**src/rtl/csc_pkg.sv**
```systemverilog
package csc_pkg;

    typedef enum logic [1:0] {
        ST_IDLE    = 2'd0,
        ST_CAPTURE = 2'd1,
        ST_STEP1   = 2'd2,
        ST_STEP2   = 2'd3
    } csc_state_e;

    // Good response number idx: group id in the low q bits,
    // a bijective scramble of idx above them.
    function automatic logic [63:0] ref_resp(input int unsigned idx,
                                             input int unsigned q,
                                             input logic [63:0] salt);
        logic [63:0] prod;
        prod = 64'(idx) * salt;
        return (prod << q) | 64'(idx / ((32'd1 << q) - 32'd1));
    endfunction

endpackage

```
**src/rtl/csc_ortho_map.sv**
```systemverilog
module csc_ortho_map #(
    parameter int          N_IN   = 32,
    parameter int          Q      = 2,
    parameter int          N_RESP = 10,
    parameter logic [31:0] SALT   = 32'h9E3779B1
) (
    input  logic [N_IN-1:0]   resp,
    output logic [Q-1:0]      code,
    output logic [N_RESP-1:0] hit
);
    localparam int CAP = (1 << Q) - 1;

    logic [Q-1:0] part [N_RESP];

    for (genvar i = 0; i < N_RESP; i++) begin : g_entry
        localparam logic [N_IN-1:0] REF  = N_IN'(csc_pkg::ref_resp(i, Q, 64'(SALT)));
        localparam logic [Q-1:0]    CODE = Q'((i % CAP) + 1);
        assign hit[i]  = (resp == REF);
        assign part[i] = hit[i] ? CODE : '0;
    end

    always_comb begin
        code = '0;
        for (int k = 0; k < N_RESP; k++) begin
            code = code | part[k];
        end
    end
endmodule

```
**src/rtl/csc_skip_table.sv**
```systemverilog
module csc_skip_table #(
    parameter int N_RESP = 10,
    parameter int Q      = 2,
    parameter int PW     = 4
) (
    input  logic [PW-1:0] idx,
    output logic          skip
);
    localparam int CAP   = (1 << Q) - 1;
    localparam int DEPTH = 1 << PW;

    function automatic logic [DEPTH-1:0] build_skip();
        logic [DEPTH-1:0] bits;
        bits = '0;
        for (int p = 0; p < N_RESP; p++) begin
            int members;
            members = 0;
            for (int j = 0; j < N_RESP; j++) begin
                if (j / CAP == p / CAP) members++;
            end
            bits[p] = (members == 1);
        end
        return bits;
    endfunction

    localparam logic [DEPTH-1:0] SKIP_BITS = build_skip();

    assign skip = SKIP_BITS[idx];
endmodule

```
**src/rtl/csc_out_mux.sv**
```systemverilog
module csc_out_mux #(
    parameter int W = 2
) (
    input  logic         sel,
    input  logic [W-1:0] in_a,
    input  logic [W-1:0] in_b,
    output logic [W-1:0] y
);
    assign y = sel ? in_b : in_a;
endmodule

```
**src/rtl/csc_ctrl.sv**
```systemverilog
module csc_ctrl
    import csc_pkg::*;
#(
    parameter int N_IN = 32,
    parameter int PW   = 4
) (
    input  logic            clk,
    input  logic            rst_n,
    input  logic            start,
    input  logic [PW-1:0]   pat_idx,
    input  logic [N_IN-1:0] core_resp,
    input  logic            skip,
    output csc_state_e      state,
    output logic [N_IN-1:0] hold,
    output logic [PW-1:0]   idx
);
    typedef struct packed {
        csc_state_e      state;
        logic [N_IN-1:0] hold;
        logic [PW-1:0]   idx;
    } ctrl_t;

    ctrl_t ctrl_d, ctrl_q;

    always_comb begin
        ctrl_d = ctrl_q;
        unique case (ctrl_q.state)
            ST_IDLE: begin
                if (start) begin
                    ctrl_d.state = ST_CAPTURE;
                    ctrl_d.hold  = core_resp;
                    ctrl_d.idx   = pat_idx;
                end
            end
            ST_CAPTURE: ctrl_d.state = ST_STEP1;
            ST_STEP1:   ctrl_d.state = skip ? ST_IDLE : ST_STEP2;
            ST_STEP2:   ctrl_d.state = ST_IDLE;
            default:    ctrl_d.state = ST_IDLE;
        endcase
    end

    always_ff @(posedge clk) begin
        if (!rst_n) begin
            ctrl_q <= '{state: ST_IDLE, hold: '0, idx: '0};
        end else begin
            ctrl_q <= ctrl_d;
        end
    end

    assign state = ctrl_q.state;
    assign hold  = ctrl_q.hold;
    assign idx   = ctrl_q.idx;

    // one capture cycle, then the feed-through step
    a_r2_capture_then_step1: assert property (@(posedge clk) disable iff (!rst_n)
        (ctrl_q.state == ST_CAPTURE) |=> (ctrl_q.state == ST_STEP1));
    // skipped pattern goes straight back to idle
    a_r7_skip_to_idle: assert property (@(posedge clk) disable iff (!rst_n)
        (ctrl_q.state == ST_STEP1 && skip) |=> (ctrl_q.state == ST_IDLE));
    // the held response does not move while busy
    a_r9_hold_stable: assert property (@(posedge clk) disable iff (!rst_n)
        (ctrl_q.state != ST_IDLE) |=> $stable(ctrl_q.hold));
endmodule

```
**src/rtl/two_step_compactor.sv**
```systemverilog
module two_step_compactor
    import csc_pkg::*;
#(
    parameter int          N_IN   = 32,
    parameter int          Q      = 2,
    parameter int          N_RESP = 10,
    parameter logic [31:0] SALT   = 32'h9E3779B1,
    parameter int          PW     = (N_RESP > 1) ? $clog2(N_RESP) : 1
) (
    input  logic            clk,
    input  logic            rst_n,
    input  logic            start,
    input  logic [PW-1:0]   pat_idx,
    input  logic [N_IN-1:0] core_resp,
    output logic [Q-1:0]    sig_out,
    output logic            out_valid,
    output logic            step,
    output logic            done
);
    csc_state_e        state;
    logic [N_IN-1:0]   hold;
    logic [PW-1:0]     idx;
    logic              skip;
    logic [Q-1:0]      ortho_code;
    logic [N_RESP-1:0] hit;
    logic [Q-1:0]      mux_y;

    csc_ctrl #(.N_IN(N_IN), .PW(PW)) u_ctrl (
        .clk(clk), .rst_n(rst_n), .start(start), .pat_idx(pat_idx),
        .core_resp(core_resp), .skip(skip),
        .state(state), .hold(hold), .idx(idx)
    );

    csc_skip_table #(.N_RESP(N_RESP), .Q(Q), .PW(PW)) u_skip (
        .idx(idx), .skip(skip)
    );

    csc_ortho_map #(.N_IN(N_IN), .Q(Q), .N_RESP(N_RESP), .SALT(SALT)) u_map (
        .resp(hold), .code(ortho_code), .hit(hit)
    );

    csc_out_mux #(.W(Q)) u_mux (
        .sel(step), .in_a(hold[Q-1:0]), .in_b(ortho_code), .y(mux_y)
    );

    assign out_valid = (state == ST_STEP1) || (state == ST_STEP2);
    assign step      = (state == ST_STEP2);
    assign done      = (state == ST_STEP2) || ((state == ST_STEP1) && skip);
    assign sig_out   = out_valid ? mux_y : '0;

    // good responses are distinct, so at most one entry matches
    a_r6_one_match: assert property (@(posedge clk) disable iff (!rst_n)
        $onehot0(hit));
    // done only ever rides on a valid beat
    a_r8_done_on_beat: assert property (@(posedge clk) disable iff (!rst_n)
        done |-> out_valid);
    // a second-step beat always follows a first-step beat
    a_r4_step2_after_step1: assert property (@(posedge clk) disable iff (!rst_n)
        $rose(step) |-> ($past(out_valid) && !$past(step)));
endmodule

```
**config.mk**
```make
export PLATFORM = sky130hd
export DESIGN_NAME = two_step_compactor
export DESIGN_NICKNAME = d
export VERILOG_FILES = /design/src/rtl/csc_pkg.sv /design/src/rtl/csc_ortho_map.sv /design/src/rtl/csc_skip_table.sv /design/src/rtl/csc_out_mux.sv /design/src/rtl/csc_ctrl.sv /design/src/rtl/two_step_compactor.sv
export SDC_FILE = /design/constraint.sdc
export NUM_CORES = 1
export LEC_CHECK = 0
export BUFFER_PORTS_ARGS = -buffer_cell sky130_fd_sc_hd__buf_2
export CAP_MARGIN = 5
export CORE_MARGIN = 3
export CORE_UTILIZATION = 30
export CTS_BUF_LIST = sky130_fd_sc_hd__clkbuf_16
export CTS_CLUSTER_SIZE = 8
export DETAILED_ROUTE_END_ITERATION = 6
export PLACE_DENSITY = 0.6
export REMOVE_ABC_BUFFERS = 1
export SLEW_MARGIN = 20
export SYNTH_ARGS = -nofsm -noshare
export SYNTH_HDL_FRONTEND = slang
export SYNTH_SLANG_ARGS = --single-unit
```
**constraint.sdc**
```tcl
create_clock -name clk -period 1.55 [get_ports clk]
set_input_delay 0.0775 -clock clk [delete_from_list [all_inputs] [get_ports clk]]
set_output_delay 0.0775 -clock clk [all_outputs]
set_load 0.005 [all_outputs]
```
== Word level (Yosys, flattened, before mapping) ==
Memory sizes are Yosys's and may differ from the RTL's. A register that Yosys moved wholly into a read port is not among the register bits.
Cells that the tools add are included.
Operators by class
  $lt $le $gt $ge: 1
  eq/ne operators: 13
  multiplexer cells: 18
  bitwise logic cells: 9
  reductions and logical operators: 6
Operators by type and width (number)
  $eq 32x31->1 const B: 4
  $eq 32x32->1 const B: 4
  $mux 38: 1
  $eq 32x30->1 const B: 1
  $logic_not 32->1: 1
  $mux 2: 9
  $or 2x2->2: 9
  $mux 4: 2
  $pmux 2 s4: 1
  $lt 4x5->1 const B: 1
  $mux 1: 5
  $eq 2x2->1 const B: 2
  $eq 2x1->1 const B: 1
  $logic_not 2->1: 1
  $logic_or 1x1->1: 2
  $ne 2x2->1 const B: 1
  $reduce_and 2->1: 1
  $logic_and 1x1->1: 1
Storage, ports and cells
  bits in registers: 38
  ROM bits: 16
  input port bits: 39
  output and inout bits: 5
  word-level logic and storage cells: 51
  memories kept: 1
Memory list
  (name not given): depth 16, bits a word 1, read ports 1, clocked after memory_dff 1, write ports 0, RTL line csc_skip_table.sv:28  | assign skip = SKIP_BITS[idx];

== Depth between registers and ports, before layout ==
  depth in word-level cells: 13
  gate-level depth with buffers: 7
  gate-level depth less buffers: 5

== By module ==
A second synthesis with hierarchy kept.
Unflattened totals
  cells, all modules: 255
  area total of the unflattened synthesis: 2167.1 um2
By module, submodules not included
  csc_ctrl: instances 1, cells an instance 165, area an instance 1545.2 um2, seq. area each 760.7 um2
  csc_ortho_map: instances 1, cells an instance 82, area an instance 556.8 um2, seq. area each 0.0 um2
  two_step_compactor: instances 1, cells an instance 5, area an instance 30.0 um2, seq. area each 0.0 um2
  csc_out_mux: instances 1, cells an instance 2, area an instance 22.5 um2, seq. area each 0.0 um2
  csc_skip_table: instances 1, cells an instance 1, area an instance 12.5 um2, seq. area each 0.0 um2

== Worst setup path before layout ==
Ideal clock, no wire load.
  path kind: register to output
  start point: register u_ctrl.ctrl_q (netlist bit u_ctrl.hold[31])
  end point: output sig_out[1]
  arrival: 1707 ps
  required time: 1472 ps
  slack: -234 ps
  stages on the path, launching flop included: 5
  buffers on the path: 0
  cells stage by stage: dfxtp_1 -> or2_0 -> or4_4 -> or4_1 -> a31oi_1
Between the ends
  cells in the longest elaborated chain, start to end: 13
  elaborated cells on any way between the ends: 23
  classes of those cells: eq/ne (6); mux (8); bitwise (9)
RTL lines
  start, declared: RTL line csc_ctrl.sv:23  | ctrl_t ctrl_d, ctrl_q;
  start signal, assigned: RTL line csc_ctrl.sv:44  | ctrl_q <= '{state: ST_IDLE, hold: '0, idx: '0};
  start signal, assigned: RTL line csc_ctrl.sv:46  | ctrl_q <= ctrl_d;
  $eq 32x31->1: RTL line csc_ortho_map.sv:18  | assign hit[i] = (resp == REF);
  $mux 2: RTL line csc_ortho_map.sv:19  | assign part[i] = hit[i] ? CODE : '0;
  $or 2x2->2 (7 in a row): RTL line csc_ortho_map.sv:25  | code = code | part[k];
  $or 2x2->2 * (2 in a row): RTL line csc_ortho_map.sv:25
  $mux 2 *: RTL line csc_out_mux.sv:9  | assign y = sel ? in_b : in_a;
  $mux 2 *: RTL line two_step_compactor.sv:49  | assign sig_out = out_valid ? mux_y : '0;
  end, declared: RTL line two_step_compactor.sv:15  | output logic [Q-1:0] sig_out,
Mark *: on every way between the ends. The rest lies on a longest branch, timed or not.

== Final worst setup path ==
  start point: register u_ctrl.ctrl_q (netlist bit u_ctrl.hold[17])
  end point: output sig_out[1]
Same word-level chain as after synthesis.

==> summary.md <==
| Metric | Value |
|---|---|
| Status | `finished, violations left` |
| Failing checks | `negative setup slack` |
| Commonest non-fill, non-tap cell in the layout | `nand2_1` |
| Initial antenna violation count | `0` |
| Hold slack final | `0.0282 ns` |
| Synthesized cell area | `0.00189 mm2` |
| First-pass GRT wire length | `9.81 mm` |
| Setup Skew | `0.00646 ns` |
| Achievable Freq | `454 MHz` |
| Die Ht | `85.3 um` |
| N_diodes | `0` |
| Power density over the cells | `974 mW/mm2` |
| Crit path cell chain | `nand2b_1, or4_4, nor3_2, a41oi_1, a31oi_4, buf_2` |
| Share of cells above drive strength 1 | `38.3%` |
| Cell count after synthesis | `255` |
| Final instance area | `0.00285 mm2` |
| Average size of a mapped cell | `7.40 um2` |
| DR vias/cell | `4.98` |
| Routed wl met3 | `274 um` |
| Min-delay worst type | `in2reg` |
| Placer Congestion | `0.908` |
| Latest clock arrival within the worst-skew pair | `0.28 ns` |
| Gate power share | `18.4%` |
| CTS sink count | `39` |
| Number of synthesized register bits | `39` |
| Total power draw | `2.77 mW` |
| Part of the power in registers | `40.9%` |
| Num rows | `28` |
| Drt initial violations | `107` |
| Total GRT Usage | `16.4%` |
| Setup ws final | `-0.651 ns` |
| CP Max Fanout | `5` |
| Antenna-violating nets left | `0` |
| Final nets | `386` |
| TritonCTS Buffers | `5` |
| Leakage | `1.15 nW` |
| Max-cap violations | `0` |
| Wire length per cell | `13.5 um` |
| Drt pass-1 iters | `4` |
| RSZ-0062 raised after global routing | `true` |
| Die ar. | `0.00728 mm2` |
| Slowest-stage cell, CP | `or4_4` |
| Die width | `85.3 um` |
| Total grt overflow | `0` |
| Area Overhead vs Synth | `51.0%` |
| Worst-Margin Slew | `0.377 ns` |
| Final design utilization | `47.6%` |
| Final worst path period share | `142%` |
| CP max stage delay | `0.56 ns` |
| DP Area | `0.00255 mm2` |
| Crit path DAT | `2.12 ns` |
| Deepest clock path buffer count | `2` |
| Largest net degree at the start of global routing | `22` |
| Root cell of the clock tree | `clkbuf_16` |
| Final HPWL DP | `4.44 mm` |
| Initial Util | `31.5%` |
| Drt total wl | `5.69 mm` |
| Metal2 WL | `2.59 mm` |
| Pre-CTS setup slack | `-0.490 ns` |
| Fin crit period | `2.20 ns` |
| Sw frac | `25.1%` |
| Worst Path Required | `1.47 ns` |
| Final hold vios | `0` |
| # DRC | `0` |
| Clock power share | `40.8%` |
| H-tree depth | `2` |
| Core Area | `0.00599 mm2` |
| Final Max Slew Viols | `0` |
| DR top layer | `met4` |
| Vias in the first global route | `2133` |
| Critical Path End Type | `output port` |
| Max rail drop VDD | `0.533 mV` |
| CTS tree | `built` |
| Relative slew slack | `74.2%` |
| Yosys cell types | `35` |
| I/O Buffers | `43` |
| Clock-pin slew on the worst setup and hold paths | `0.05 ns` |
| Yosys warns | `0` |
| FILL cells | `615` |
| Setup crit start kind | `flop` |
| Commonest non-fill, non-tap cells in the layout | `77 x nand2_1, 55 x buf_4, 43 x buf_2` |
| Final setup fails | `2` |
| Met1 WL | `2.75 mm` |
| Pint | `2.08 mW` |
| Sw power | `0.696 mW` |
| Sequential fraction of the synthesis area | `41.4%` |
| Crit path kind | `reg2out` |
| I/O pin total | `44` |
| Vias | `2100` |
## cell families (layout without fill, tap and decap cells)
| family | after synthesis | after routing | share of synthesized area, % |
|---|---|---|---|
| and+or+nand+nor | 156 | 156 | 42.5 |
| buffers and inverters | 15 | 107 | 2.98 |
| AOI/OAI and AO/OA | 44 | 44 | 12.6 |
| DFF | 39 | 39 | 41.4 |
| muxes | 1 | 1 | 0.531 |
## registers in the layout, summed over array words and instances (netlist names)
name and flops:
u_ctrl.state 2, skip 1, u_ctrl.hold 32, u_ctrl.idx 4
## critical path, delay by kind of cell (launching register included)
kind / cells / cell delay [ns]
buf+inv: 1 / 0.13
compound gates: 2 / 0.40
flops: 1 / 0.34
simple gates: 3 / 0.97
## synth_stat cells
| library cell | n | area, um2 |
|---|---|---|
| nor2_1 | 14 | 52.6 |
| and4b_1 | 2 | 20.0 |
| nand3_1 | 6 | 30.0 |
| a31oi_1 | 2 | 12.5 |
| nor4b_1 | 2 | 17.5 |
| nor3_1 | 7 | 35.0 |
| a41oi_1 | 2 | 17.5 |
| nor2b_1 | 3 | 18.8 |
| or2_0 | 1 | 6.26 |
| buf_1 | 1 | 3.75 |
| nand2b_1 | 1 | 6.26 |
| nor4bb_1 | 3 | 30.0 |
| or3b_1 | 1 | 8.76 |
| a2111oi_0 | 1 | 8.76 |
| or3_1 | 1 | 6.26 |
| inv_1 | 2 | 7.51 |
| and2_1 | 2 | 12.5 |
| o41ai_1 | 1 | 8.76 |
| or4_1 | 5 | 37.5 |
| nand4_1 | 8 | 50.1 |
| o21ai_0 | 2 | 10.0 |
| a21oi_1 | 36 | 180 |
| dfxtp_1 | 39 | 781 |
| nor4_1 | 8 | 50.1 |
| mux2i_1 | 1 | 10.0 |
| or4_2 | 1 | 8.76 |
| nand3_2 | 1 | 10.0 |
| clkbuf_1 | 12 | 45.0 |
| nand4b_1 | 3 | 26.3 |
| or4_4 | 1 | 11.3 |
| and4_1 | 2 | 17.5 |
| nand4_2 | 1 | 12.5 |
| nand3b_1 | 4 | 30.0 |
| nand2_1 | 77 | 289 |
| nor3b_1 | 2 | 15.0 |
## metal layers
metal	vias up	track usage (%)
li1	1088	-
met1	952	22.1
met2	51	26.6
met3	9	3.20
met4	0	4.60
met5	-	0
## path summary, 6_finish.rpt
kind	from	to	slack, ns	cells after the start
setup reg to reg	u_ctrl.state[0]	skip	0.17	6
hold / removal	core_resp[6]	u_ctrl.hold[6]	0.03	3
hold reg to reg	u_ctrl.idx[3]	u_ctrl.idx[3]	0.46	2
setup / recovery	u_ctrl.hold[17]	sig_out[1]	-0.65	6
## area by class of cell
cell class	instances	area (um2)	share of cell area, %
clock buffer	5	125	4.39
clock inverter	2	37.5	1.32
inverter	2	7.51	0.264
multi-input combinational	201	1160	40.9
sequential	39	792	27.8
tap	75	93.8	3.29
timing repair buffer	98	628	22.0
## stage by stage
step / cells / TNS, ns
after floorplan: 242 / -0.648
after detailed placement: 414 / -0.912
after global placement: 414 / -0.809
after CTS: 421 / -1.23
final: 422 / -1.23
after global routing: 422 / -1.33
## repair_timing
| item | 4_1_cts | 5_1_grt |
|---|---|---|
| gates resized for setup | 23 | 5 |
| setup buffers | 0 | 1 |
| endpoints found under the setup margin | 2 | 2 |
| hold buffers | 0 | 0 |
| hold endpoints to repair | 0 | 0 |
| pin swaps | 4 | 1 |
## power groups by stage
stage / sequential (mW) / combinational, mW / clock [mW]
2_1_floorplan: 1.16 / 0.208 / 0
3_3_place_gp: 1.15 / 0.492 / 0
3_5_place_dp: 1.15 / 0.491 / 0
4_1_cts: 1.13 / 0.510 / 1.16
5_1_grt: 1.14 / 0.576 / 1.20
6_report: 1.13 / 0.510 / 1.13
No activity file was read; power rests on OpenSTA's default activity.
